### src/rtl/bus_arb_pkg.sv
package bus_arb_pkg;

  typedef enum logic [1:0] {
    OWN_NONE = 2'b00,
    OWN_CORE = 2'b01,
    OWN_DMA  = 2'b10
  } owner_e;

  localparam logic [1:0] MODE_ALTERNATE = 2'b00;

  // Core-versus-DMA decision at a decision slot.
  function automatic owner_e side_pick(input logic core_req,
                                       input logic dma_any,
                                       input logic alternate,
                                       input logic last_was_dma);
    owner_e res;
    if (core_req && dma_any) begin
      if (alternate) res = last_was_dma ? OWN_CORE : OWN_DMA;
      else           res = OWN_CORE;
    end else if (core_req) begin
      res = OWN_CORE;
    end else if (dma_any) begin
      res = OWN_DMA;
    end else begin
      res = OWN_NONE;
    end
    return res;
  endfunction

endpackage

### src/rtl/dma_prio_sel.sv
module dma_prio_sel #(
  parameter int NCH = 4,
  parameter int PW  = 3,
  localparam int IW = (NCH > 1) ? $clog2(NCH) : 1
) (
  input  logic [NCH-1:0]    req,
  input  logic [NCH*PW-1:0] prio,
  output logic              any,
  output logic [IW-1:0]     win_idx
);

  logic [PW-1:0] code [NCH];

  genvar g;
  generate
    for (g = 0; g < NCH; g++) begin : g_unpack
      assign code[g] = prio[g*PW +: PW];
    end
  endgenerate

  logic [PW-1:0] best;

  always_comb begin
    any     = 1'b0;
    win_idx = '0;
    best    = '1;
    for (int i = 0; i < NCH; i++) begin
      // strict compare keeps the lower index on a tie
      if (req[i] && (!any || (code[i] < best))) begin
        any     = 1'b1;
        best    = code[i];
        win_idx = IW'(i);
      end
    end
  end

endmodule

### src/rtl/side_select.sv
module side_select
  import bus_arb_pkg::*;
(
  input  logic   core_req,
  input  logic   dma_any,
  input  logic   alternate,
  input  logic   last_was_dma,
  output owner_e pick
);

  assign pick = side_pick(core_req, dma_any, alternate, last_was_dma);

endmodule

### src/rtl/grant_reg.sv
module grant_reg
  import bus_arb_pkg::*;
#(
  parameter int IW = 2
) (
  input  logic          clk,
  input  logic          rst_n,
  input  logic          arb_slot,
  input  owner_e        pick,
  input  logic [IW-1:0] win_idx,
  output owner_e        owner,
  output logic [IW-1:0] chan,
  output logic          last_was_dma
);

  always_ff @(posedge clk or negedge rst_n) begin
    if (!rst_n) begin
      owner        <= OWN_NONE;
      chan         <= '0;
      last_was_dma <= 1'b1;   // core gets first turn
    end else if (arb_slot) begin
      owner <= pick;
      if (pick == OWN_DMA) begin
        chan         <= win_idx;
        last_was_dma <= 1'b1;
      end else if (pick == OWN_CORE) begin
        last_was_dma <= 1'b0;
      end
    end
  end

endmodule

### src/rtl/bus_arb_top.sv
module bus_arb_top
  import bus_arb_pkg::*;
#(
  parameter int NCH = 4,
  parameter int PW  = 3,
  localparam int IW = (NCH > 1) ? $clog2(NCH) : 1
) (
  input  logic              clk,
  input  logic              rst_n,
  input  logic              core_req,
  input  logic [NCH-1:0]    dma_req,
  input  logic [NCH*PW-1:0] dma_prio,
  input  logic              xfer_done,
  input  logic [1:0]        park_mode,
  output logic [1:0]        grant,
  output logic [IW-1:0]     grant_chan
);

  logic          dma_any;
  logic [IW-1:0] win_idx;
  logic          alternate;
  logic          arb_slot;
  logic          last_was_dma;
  owner_e        pick;
  owner_e        owner;

  assign alternate = (park_mode == MODE_ALTERNATE);
  assign arb_slot  = (owner == OWN_NONE) || xfer_done;

  dma_prio_sel #(.NCH(NCH), .PW(PW)) u_dma_sel (
    .req     (dma_req),
    .prio    (dma_prio),
    .any     (dma_any),
    .win_idx (win_idx)
  );

  side_select u_side (
    .core_req     (core_req),
    .dma_any      (dma_any),
    .alternate    (alternate),
    .last_was_dma (last_was_dma),
    .pick         (pick)
  );

  grant_reg #(.IW(IW)) u_grant (
    .clk          (clk),
    .rst_n        (rst_n),
    .arb_slot     (arb_slot),
    .pick         (pick),
    .win_idx      (win_idx),
    .owner        (owner),
    .chan         (grant_chan),
    .last_was_dma (last_was_dma)
  );

  assign grant = owner;

endmodule

### config.mk
export PLATFORM = sky130hd
export DESIGN_NAME = bus_arb_top
export DESIGN_NICKNAME = d
export VERILOG_FILES = /design/src/rtl/bus_arb_pkg.sv /design/src/rtl/dma_prio_sel.sv /design/src/rtl/side_select.sv /design/src/rtl/grant_reg.sv /design/src/rtl/bus_arb_top.sv
export SDC_FILE = /design/constraint.sdc
export NUM_CORES = 1
export LEC_CHECK = 0
export BUFFER_PORTS_ARGS = -buffer_cell sky130_fd_sc_hd__buf_4
export CAP_MARGIN = 20
export CORE_MARGIN = 2
export CORE_UTILIZATION = 41
export CTS_CLUSTER_DIAMETER = 150
export DETAILED_ROUTE_END_ITERATION = 16
export PLACE_DENSITY = 0.74
export SYNTH_ARGS = -nofsm -noshare
export SYNTH_HDL_FRONTEND = slang
export SYNTH_SLANG_ARGS = --single-unit
### constraint.sdc
create_clock -name clk -period 1.7 [get_ports clk]
set_input_delay 0.255 -clock clk [delete_from_list [all_inputs] [get_ports clk]]
set_output_delay 0.255 -clock clk [all_outputs]
set_load 0.005 [all_outputs]
==> results of run 1 <==
==> metrics by stage <==
step / worst slack [ns] / instances / utilization / setup TNS (ns)
2_1_floorplan: -1.29 / 71 / - / -2.55
3_3_place_gp: -1.52 / 133 / 0.765 / -3.22
3_5_place_dp: -1.58 / 133 / 0.765 / -3.36
4_1_cts: -1.25 / 141 / 0.817 / -2.46
5_1_grt: -1.47 / 143 / 0.860 / -2.93
6_report: -1.29 / 143 / 0.860 / -2.55
==> layer usage <==
metal / routed length (µm) / part of all wire / track usage
met1: 985 / 0.42 / 0.292
met2: 1200 / 0.51 / 0.455
met3: 139 / 0.059 / 0.0553
met4: 38 / 0.016 / 0.0625
met5: 0 / 0 / 0
==> cell families (layout without fill, tap and decap cells) <==
group                    Yosys count  in the layout
adder cells (fa/ha/maj)            6              6
AO/OA/AOI/OAI                     24             24
multiplexers                       4              4
flip-flops                         5              5
AND/OR/NAND/NOR                   25             25
buffers and inverters              7             64
==> sequential cells by signal, indices dropped and copies added (netlist names) <==
register	flops
u_grant.chan	2
u_grant.last_was_dma	1
u_grant.owner	2
==> report_power, final <==
group	total, µW	switching [µW]	internal (µW)	leakage, µW
Sequential	185	25.6	159	0.0000558
Clock	147	58.1	89.4	0.0000150
Combinational	418	175	243	0.000520
==> placed cells by master (no fill, tap or decap), types with 2 or more instances in the layout <==
| master | count |
|---|---|
| a21oi_1 | 4 |
| nor2b_1 | 2 |
| inv_1 | 5 |
| buf_4 | 51 |
| ha_1 | 3 |
| nand2_1 | 4 |
| mux2_4 | 2 |
| nor2b_4 | 2 |
| o21ai_0 | 3 |
| ha_4 | 2 |
| clkbuf_4 | 3 |
| nand2b_1 | 2 |
| nor2_1 | 4 |
| dfrtp_1 | 4 |
| o21bai_1 | 3 |
==> critical path, delay by kind of cell <==
kind	cells	cell delay (ns)
compound gates	7	1.16
mux	2	0.62
simple gates	2	0.24
fa+ha+maj	3	0.79
buf+inv	1	0.09
==> timing repair <==
item,in CTS,in global routing
resized for setup,4,7
pin swaps,5,2
endpoints found under the setup margin,3,3
endpoints found under the hold margin,5,0
buffers inserted,3,2
hold buffers,1,0
==> final timing paths <==
check                                startpoint                    to  slack, ns  depth (start not counted)
setup / recovery                    dma_prio[3]       u_grant.chan[0]      -1.29                         15
hold / removal                        xfer_done      u_grant.owner[0]       0.28                          3
setup reg to reg           u_grant.last_was_dma  u_grant.last_was_dma       0.02                          7
hold reg to reg                 u_grant.chan[1]       u_grant.chan[1]       0.58                          2
max in group asynchronous                 rst_n  u_grant.last_was_dma       1.14                          2
min in group asynchronous                 rst_n      u_grant.owner[0]       0.35                          2
==> cell type report <==
class / instances / area, µm²
Inverter: 7 / 28.8
Multi-Input combinational cell: 59 / 557
Clock buffer: 4 / 26.3
Fill cell: 65 / 189
Tap cell: 15 / 18.8
Timing Repair Buffer: 53 / 404
Sequential cell: 5 / 126
==> results.txt, run 1 <==
via count: 794
RSZ-0062 raised after global routing: yes
nets@finish: 156
Synth Area in Adders: 0.120
critical path cell sequence: buf_6, nand2b_4, maj3_2, o2bb2ai_4, mux2i_1, ha_1, o21ai_2, a22oi_4, o31ai_4, mux2_2, ha_1, a21oi_2, nand4_1, o32a_1, a31oi_1
antenna violation net count after detailed routing: 0
placed cell area: 0.00103 mm²
Yosys top cell area share: 0.163
ys async rst share: 1.00
pwr/cell area: 646 mW/mm²
synth top area cells: dfrtp_1, ha_1, dfstp_2
PortBufs: 25
post-synthesis xor/xnor area fraction: 0
synthesized instance count: 71
final setup skew: 0.00698 ns
total power: 750 µW
CTS clock-pin slew for the worst setup and hold paths: 0.05 ns
Slew HR: 0.684
Data arrival, critical path: 3.16 ns
synth warn: 0
Fmax: 0.335 GHz
worst hold path class: input port to register
outcome: complete, but fails checks
clk sink count: 5
io pins: 26
CTS root buffer: clkbuf_4
Core Area: 0.00135 mm²
Total GRT Usage: 0.250
overall die height: 42.7 µm
area share of and/or/nand/nor cells after synthesis: 0.248
max-slew violations: 0
Worst Setup End Kind: register
mux cell area share after synthesis: 0.0713
post-synthesis sequential area ratio: 0.206
WL final: 2360 µm
leading area contributor after synthesis: dfrtp_1
FP Rows: 13
Slowest cell on crit path: mux2_2
largest family of logic cells by synthesized area: compound AO/OA/AOI/OAI gates
Starting DRT DRC Count: 26
die span in x: 42.7 µm
Via density: 5.55
Worst-Skew Late Latency: 0.25 ns
Synth cell types: 38
Crit path top cell by count: ha_1
cell area after layout: 0.00116 mm²
Clock Path Buffers: 2
global-route wire length before repair: 3500 µm
maximum VDD drop: 0.000705 V
Max FO, Critical Path: 2
drc violations: 0
total grt overflow: 0
Worst Path Required: 1.87 ns
mapped cell area: 614 µm²
die area: 0.00182 mm²
share of cells above drive strength 1: 0.617
antenna cell count: 0
Final HPWL DP: 1500 µm
Seq cells post-synth: 5
final setup vio count: 2
Post-Syn Area per Cell: 8.65 µm²
Tcrit/Tclk final: 1.76
Max Cap Violations: 0
number of global-route vias before repair: 805
critical path class: input port to register
largest net degree at the start of global routing: 6
crit start category: input port
EDFF count, synth: 0
Final Wtd Congestion: 0.872
Worst Slack Setup Final: -1.29 ns
Primary FF master, synth: dfrtp_1
Hold Slack: 0.284 ns
Fin. Hold Viols: 0
largest stage delay on the critical path: 0.38 ns
Area Overhead vs Synth: 89.0%
Compound-Gate Fraction of Synth Area: 0.312
Starting Density: 0.455
commonest cells in the netlist: inv_1, a21oi_1, ha_1, nand2_1
Static Leakage: 0.000590 µW
WL/cell: 16.5 µm
initial antenna violation count: 0
failing checks: negative setup slack
CTS tree: built
syn_nets: 98
CTS buffer count: 3
minimum clock period: 2.99 ns
cell with the most instances after synthesis: inv_1
# H-tree levels: 1
DR pass1 iterations: 4
Least-Margin Pin Slew: 0.469 ns
(Power assumes the default switching activity.)
==> run 2, diff against run 1 <==
--- a/config.mk
+++ b/config.mk
@@ -5,11 +5,12 @@
 export SDC_FILE = /design/constraint.sdc
 export NUM_CORES = 1
 export LEC_CHECK = 0
+export ABC_AREA = 1
 export BUFFER_PORTS_ARGS = -buffer_cell sky130_fd_sc_hd__buf_4
 export CAP_MARGIN = 20
 export CORE_MARGIN = 2
-export CORE_UTILIZATION = 41
-export CTS_CLUSTER_DIAMETER = 150
+export CORE_UTILIZATION = 40
+export CTS_CLUSTER_DIAMETER = 50
 export DETAILED_ROUTE_END_ITERATION = 16
 export PLACE_DENSITY = 0.74
 export SYNTH_ARGS = -nofsm -noshare
==> run 2 against run 1 <==
  * The run still ends with negative setup slack left
  * Clock-buffer cell count stayed put
  * Register-to-register slack better by 0.15 ns
  * Sequential share of layout area is 1.1 points higher
  * Sequential power is 3% lower
  * Global-route usage is 3.9 points lower
  * Die area is 8.2% lower
  * Hold slack better by 0.068 ns
  * Critical endpoint is now u_grant.chan[1]
==> results.txt, run 2 <==
outcome: complete, but fails checks
failing checks: negative setup slack
WL met3: 30 µm (-78%)
Least-Margin Pin Slew: 0.343 ns (-0.127 ns)
Clock Path Buffers: 2 (unchanged)
area share of and/or/nand/nor cells after synthesis: 0.378 (+0.130)
largest family of logic cells by synthesized area: simple AND/OR/NAND/NOR gates
cell with the most instances after synthesis: nand2_1
antenna cell count: 0 (unchanged)
Area Overhead vs Synth: 94.0%
leading area contributor after synthesis: dfrtp_1
clk sink count: 5 (unchanged)
io pins: 26 (unchanged)
Fin. Hold Viols: 0 (unchanged)
Starting DRT DRC Count: 13 (-50%)
Yosys top cell area share: 0.183 (+0.0206)
Worst-Skew Late Latency: 0.24 ns (about the same)
minimum clock period: 2.23 ns (-0.753 ns)
PortBufs: 25 (unchanged)
commonest non-fill, non-tap cells in the layout: buf_4, nand2_1, inv_1, nand2_2, o21ai_0
Data arrival, critical path: 2.36 ns (-0.80 ns)
largest net degree at the start of global routing: 7 (+1)
via count: 736 (-7.3%)
FP Rows: 13 (unchanged)
Tcrit/Tclk final: 1.31 (-0.443)
Synth Area in Adders: 0.115 (-0.00548)
RSZ-0062 raised after global routing: yes
ys async rst share: 1.00 (unchanged)
Final Wtd Congestion: 0.792 (-9.1%)
synth top area cells: dfrtp_1, nand2_1, inv_1
R2R Path Start: u_grant.last_was_dma
post-synthesis xor/xnor area fraction: 0 (unchanged)
metal1 wirelength: 750 µm (-24%)
worst hold path class: input port to asynchronous set/reset pin
drc violations: 0 (unchanged)
CTS clock-pin slew for the worst setup and hold paths: 0.05 ns (about the same)
pwr/cell area: 639 mW/mm² (-1.2%)
Regs by FF count: u_grant.chan (2), u_grant.owner (2), u_grant.last_was_dma (1)
Compound-Gate Fraction of Synth Area: 0.144 (-0.167)
number of global-route vias before repair: 584 (-27%)
fin cells: 153 (+7.0%)
Primary FF master, synth: dfrtp_1
die area: 0.00168 mm² (-8.2%)
Synth cell types: 16 (-58%)
die span in x: 40.9 µm (-4.2%)
Placement Setup Slack: -0.828 ns (+0.754 ns)
mux cell area share after synthesis: 0 (-0.0713)
total grt overflow: 0 (unchanged)
commonest non-fill, non-tap cell in the layout: buf_4
# H-tree levels: 1 (unchanged)
WL/cell: 11.4 µm (-31%)
final setup vio count: 2 (unchanged)
synth warn: 0 (unchanged)
EDFF count, synth: 0 (unchanged)
Final HPWL DP: 1190 µm (-21%)
placed cell area: 870 µm² (-16%)
DR pass1 iterations: 4 (unchanged)
Worst Path Required: 1.83 ns (-0.04 ns)
crit start category: input port
R2R depth: 8 (+1)
Worst Slack Setup Final: -0.534 ns (+0.753 ns)
max-slew violations: 0 (unchanged)
Starting Density: 0.425 (-0.0305)
DR WL met2: 955 µm (-20%)
mapped cell area: 546 µm² (-11%)
critical path class: input port to register
WL final: 1750 µm (-26%)
CTS root buffer: clkbuf_4
antenna violation net count after detailed routing: 0 (unchanged)
cell area after layout: 0.00106 mm² (-8.8%)
Fmax: 0.448 GHz (+34%)
share of cells above drive strength 1: 0.558 (-0.0592)
maximum VDD drop: 0.000645 V (-8.5%)
Via density: 4.81 (-13%)
Static Leakage: 0.000591 µW (about the same)
overall die height: 40.9 µm (-4.2%)
Worst Setup End Kind: register
Core Area: 0.00128 mm² (-4.8%)
Max FO, Critical Path: 5 (+3)
Total GRT Usage: 0.211 (-0.0394)
Seq cells post-synth: 5 (unchanged)
CTS tree: built
Crit Reg-Reg Endpoint: u_grant.chan[1]
nets@finish: 166 (+6.4%)
post-synthesis sequential area ratio: 0.232 (+0.0259)
Slew HR: 0.771 (+0.0877)
worst reg-to-reg setup slack: 0.17 ns (+0.15 ns)
Max Cap Violations: 0 (unchanged)
DP Cell Count: 140 (+5.3%)
total power: 676 µW (-9.9%)
global-route wire length before repair: 2290 µm (-35%)
CTS buffer count: 3 (unchanged)
initial antenna violation count: 0 (unchanged)
Top Layer Used: met4
synthesized instance count: 87 (+23%)
Setup TNS: -1.07 ns (+1.48 ns)
final setup skew: 0.00763 ns (+0.000652 ns)
commonest cells in the netlist: nand2_1, inv_1, o21ai_0
Post-Syn Area per Cell: 6.27 µm² (-28%)
syn_nets: 114 (+16%)
==> run 2: cell type report <==
type / count / area, µm²
sequential: 5 / 126
fill: 76 / 226
timing repair buffer: 47 / 367
multi-input combinational: 63 / 439
tap: 15 / 18.8
clock buffer: 4 / 26.3
inverter: 19 / 81.3
==> run 2: logic make-up after synthesis <==
family | count (synthesis)
and+or+nand+nor | 43
buffers and inverters | 19
DFF | 5
AOI/OAI and AO/OA | 15
adders and majority gates | 5
==> run 2: what timing repair did <==
action / CTS / global route
setup endpoints to repair: 2 / 2
hold endpoints to repair: 5 / 0
gates resized for setup: 8 / 15
buffers inserted: 6 / 2
cloned: 0 / 0
hold buffers: 1 / 0
pin swaps: 3 / 17
==> run 2: worst max-delay path, stage by stage <==
cell and delay, ns:
buf_4 0.13, nand3_1 0.07, nand3_1 0.08, nand2_2 0.10
nand3_4 0.10, nand3_2 0.09, o21ai_2 0.06, ha_1 0.28
nand2_1 0.06, inv_1 0.03, nand2_1 0.04, nand2_1 0.06
nand2_2 0.10, nand2_4 0.09, nand2_2 0.10, o21ai_2 0.06
ha_1 0.27, nand2_1 0.05, inv_1 0.05, nand2_1 0.04
nand2_1 0.05, nand2_1 0.06, nand2_2 0.07, nand2_2 0.04
==> run 2: per-stage QoR <==
stage,util,hold WS (ns)
detailed placement,0.677,0.0576
global placement,0.677,0.0563
finish,0.824,0.352
CTS,0.759,0.346
global route,0.824,0.356
floorplan,-,-0.0406
==> run 2: worst max-delay path by stage <==
stage / from / endpoint / slack (ns) / cells past startpoint
CTS: dma_prio[4] / u_grant.chan[1] / -0.50 / 21
floorplan: dma_prio[5] / u_grant.chan[1] / -0.46 / 25
global route: dma_prio[1] / u_grant.chan[1] / -0.73 / 25
global placement: dma_prio[5] / u_grant.chan[1] / -0.76 / 26
detailed placement: dma_req[0] / u_grant.chan[1] / -0.83 / 23
finish: dma_prio[4] / u_grant.chan[1] / -0.53 / 24
==> run 2: routing by layer <==
layer | GRT usage | up-vias
met1 | 0.255 | 339
met2 | 0.395 | 15
met4 | 0.0500 | 0
met5 | 0 | -
li1 | - | 380
met3 | 0.0163 | 2
==> run 2: power breakdown <==
part           total, µW  internal, µW  leakage [µW]  switching [µW]
clock network        136          88.7     0.0000150            47.5
registers            179           160     0.0000584            19.2
logic                361           191      0.000518             170
==> run 3, diff against run 2 <==
--- a/config.mk
+++ b/config.mk
@@ -8,11 +8,11 @@
 export ABC_AREA = 1
 export BUFFER_PORTS_ARGS = -buffer_cell sky130_fd_sc_hd__buf_4
 export CAP_MARGIN = 20
-export CORE_MARGIN = 2
-export CORE_UTILIZATION = 40
+export CORE_AREA = 2 2 39 41
 export CTS_CLUSTER_DIAMETER = 50
 export DETAILED_ROUTE_END_ITERATION = 16
-export PLACE_DENSITY = 0.74
+export DIE_AREA = 0 0 41 43
+export PLACE_DENSITY = 0.73
 export SYNTH_ARGS = -nofsm -noshare
 export SYNTH_HDL_FRONTEND = slang
 export SYNTH_SLANG_ARGS = --single-unit
==> constraint.sdc (replaced) <==
create_clock -name clk -period 2.1 [get_ports clk]
set_input_delay 0.315 -clock clk [delete_from_list [all_inputs] [get_ports clk]]
set_output_delay 0.315 -clock clk [all_outputs]
set_load 0.005 [all_outputs]
==> run 3 against run 2 <==
  * Largest power group unchanged
  * Power is 22% lower
  * Global-route usage fell by 0.32 points
  * Cell area shrank 1.5%
  * The run still ends with negative setup slack left
  * Clock skew shrank 0.0065 ns
  * Sequential power fell by 17%
  * Non-clock buffer count is 1 lower
  * Critical endpoint is now u_grant.chan[0]
==> results.txt, run 3 (same netlist as run 2, synthesis figures left out) <==
outcome: complete, but fails checks
failing checks: negative setup slack
Hold Startpoint: core_req
Least-Margin Pin Slew: 0.365 ns (+0.0226 ns)
Clock Path Buffers: 2 (unchanged)
worst hold path class: input port to register
final setup skew: 0.00113 ns (-0.00650 ns)
CTS buffer count: 3 (unchanged)
DR pass1 iterations: 5 (+1)
power share of the clock group: 0.206 (+0.004)
Max FO, Critical Path: 6 (+1)
Switching Fraction: 0.340 (-0.00989)
Final HPWL DP: 1190 µm (about the same)
PortBufs: 25 (unchanged)
Static Leakage: 0.000581 µW (-1.6%)
Worst Path Required: 2.23 ns (+0.40 ns)
global-route wire length before repair: 2520 µm (+10%)
Via density: 4.83 (+0.41%)
Max Cap Violations: 0 (unchanged)
Data arrival, critical path: 2.39 ns (+0.03 ns)
initial antenna violation count: 0 (unchanged)
R2R Path Start: u_grant.last_was_dma
Starting Density: 0.394 (-0.0303)
Worst Setup End Kind: register
Int Power: 348 µW (-21%)
Slowest cell on crit path: ha_1
Regs by FF count: u_grant.chan (2), u_grant.owner (2), u_grant.last_was_dma (1)
WL final: 1610 µm (-7.9%)
drc violations: 0 (unchanged)
clk sink count: 5 (unchanged)
Total GRT Usage: 0.208 (-0.00319)
Reg power frac: 0.280 (+0.015)
antenna cell count: 0 (unchanged)
io pins: 26 (unchanged)
Setup TNS: -0.328 ns (+0.740 ns)
Core Area: 0.00138 mm² (+7.7%)
Filler cells: 106 (+39%)
pwr/cell area: 506 mW/mm² (-21%)
share of cells above drive strength 1: 0.518 (-0.0397)
die span in x: 41 µm (+0.17%)
number of global-route vias before repair: 703 (+20%)
RSZ-0062 raised after global routing: yes
Slew HR: 0.756 (-0.0151)
switching pwr: 179 µW (-24%)
CTS tree: built
maximum VDD drop: 0.000376 V (-42%)
largest stage delay on the critical path: 0.30 ns (+0.02 ns)
largest net degree at the start of global routing: 7 (unchanged)
Area Overhead vs Synth: 91.1%
max-slew violations: 0 (unchanged)
CTS clock-pin slew for the worst setup and hold paths: 0.04 ns (about the same)
CTS root buffer: clkbuf_4
via count: 739 (+0.41%)
crit start category: input port
nets@finish: 165 (-0.60%)
Fin. Hold Viols: 0 (unchanged)
cell area after layout: 0.00104 mm² (-1.5%)
Worst Slack Setup Final: -0.165 ns (+0.370 ns)
logic gate share of total power: 0.514 (-0.020)
Crit path top cell by count: nand2_1
Tcrit/Tclk final: 1.08
Starting DRT DRC Count: 9 (-4)
Hold Slack: 0.399 ns (+0.0472 ns)
critical path class: input port to register
FP Rows: 14 (+1)
commonest non-fill, non-tap cells in the layout: buf_4, nand2_1, inv_1, nand2_2, o21ai_0
Fmax: 0.442 GHz
total grt overflow: 0 (unchanged)
Worst-Skew Late Latency: 0.24 ns (about the same)
WL/cell: 10.5 µm (-7.9%)
placed cell area: 871 µm² (+0.14%)
critical path cell sequence: buf_12, a21oi_4, nor2_2, nand2_2, nand3_4, nand3_2, o21ai_2, ha_1, nand2_1, inv_1, nand2_1, nand2_1, nand2_2, nand2_4, nand2_1, o21ai_1, ha_1, nand2_1, inv_1, nand2_1, nand2_1, nand2_1, nand2_2, nand2_1
overall die height: 43 µm (+5.1%)
final setup vio count: 2 (unchanged)
Final Wtd Congestion: 0.743 (-6.1%)
commonest non-fill, non-tap cell in the layout: buf_4
crit path launch: dma_req[0]
# H-tree levels: 1 (unchanged)
antenna violation net count after detailed routing: 0 (unchanged)
minimum clock period: 2.26 ns
die area: 0.00176 mm² (+5.2%)
-- run 3: path summary, 6_finish.rpt --
check | slack [ns] | cells past startpoint | to
setup / recovery | -0.16 | 24 | u_grant.chan[0]
hold / removal | 0.40 | 3 | u_grant.owner[0]
setup reg to reg | 0.57 | 10 | u_grant.chan[0]
hold reg to reg | 0.53 | 2 | u_grant.last_was_dma
max in group asynchronous | 1.48 | 2 | u_grant.last_was_dma
min in group asynchronous | 0.43 | 2 | u_grant.chan[0]
-- run 3: timing repair --
item                                    4_1_cts  5_1_grt
hold buffers                                  1        0
endpoints found under the setup margin        2        2
resized for setup                            11        8
hold endpoints to repair                      4        0
pin swaps                                     3        7
buffers inserted                              6        1
-- run 3: routing by layer --
| metal | global-route usage | part of all wire | vias up |
|---|---|---|---|
| met4 | 0.0400 | 0.0087 | 0 |
| li1 | - | - | 380 |
| met5 | 0 | 0 | - |
| met1 | 0.203 | 0.37 | 335 |
| met3 | 0.0314 | 0.037 | 2 |
| met2 | 0.413 | 0.59 | 22 |
-- run 3: power groups by stage --
stage	clock network [µW]	logic, µW	registers [µW]
2_1_floorplan	0	109	146
3_3_place_gp	0	219	147
3_5_place_dp	0	226	148
4_1_cts	112	259	148
5_1_grt	118	304	151
6_report	109	271	148
-- run 3: area by class of cell --
type / instances / area (µm²) / area share
multi-input combinational: 63 / 420 / 0.403
timing repair buffer: 46 / 368 / 0.353
sequential: 5 / 126 / 0.121
inverter: 19 / 81.3 / 0.0780
clock buffer: 4 / 26.3 / 0.0252
tap: 16 / 20.0 / 0.0192
-- run 3: per-stage QoR --
step / cells / power (µW) / worst slack [ns] / util
after floorplan: 87 / 255 / -0.121 / -
after global placement: 141 / 366 / -0.426 / 0.629
after detailed placement: 141 / 375 / -0.451 / 0.629
after CTS: 152 / 519 / -0.185 / 0.730
after global routing: 153 / 573 / -0.423 / 0.753
final: 153 / 527 / -0.165 / 0.753
-- run 3: critical path, delay by kind of cell --
kind                     cells  cell delay (ns)
buffers and inverters        3             0.19
AND/OR/NAND/NOR             16             1.04
AO/OA/AOI/OAI                3             0.27
adder cells (fa/ha/maj)      2             0.56
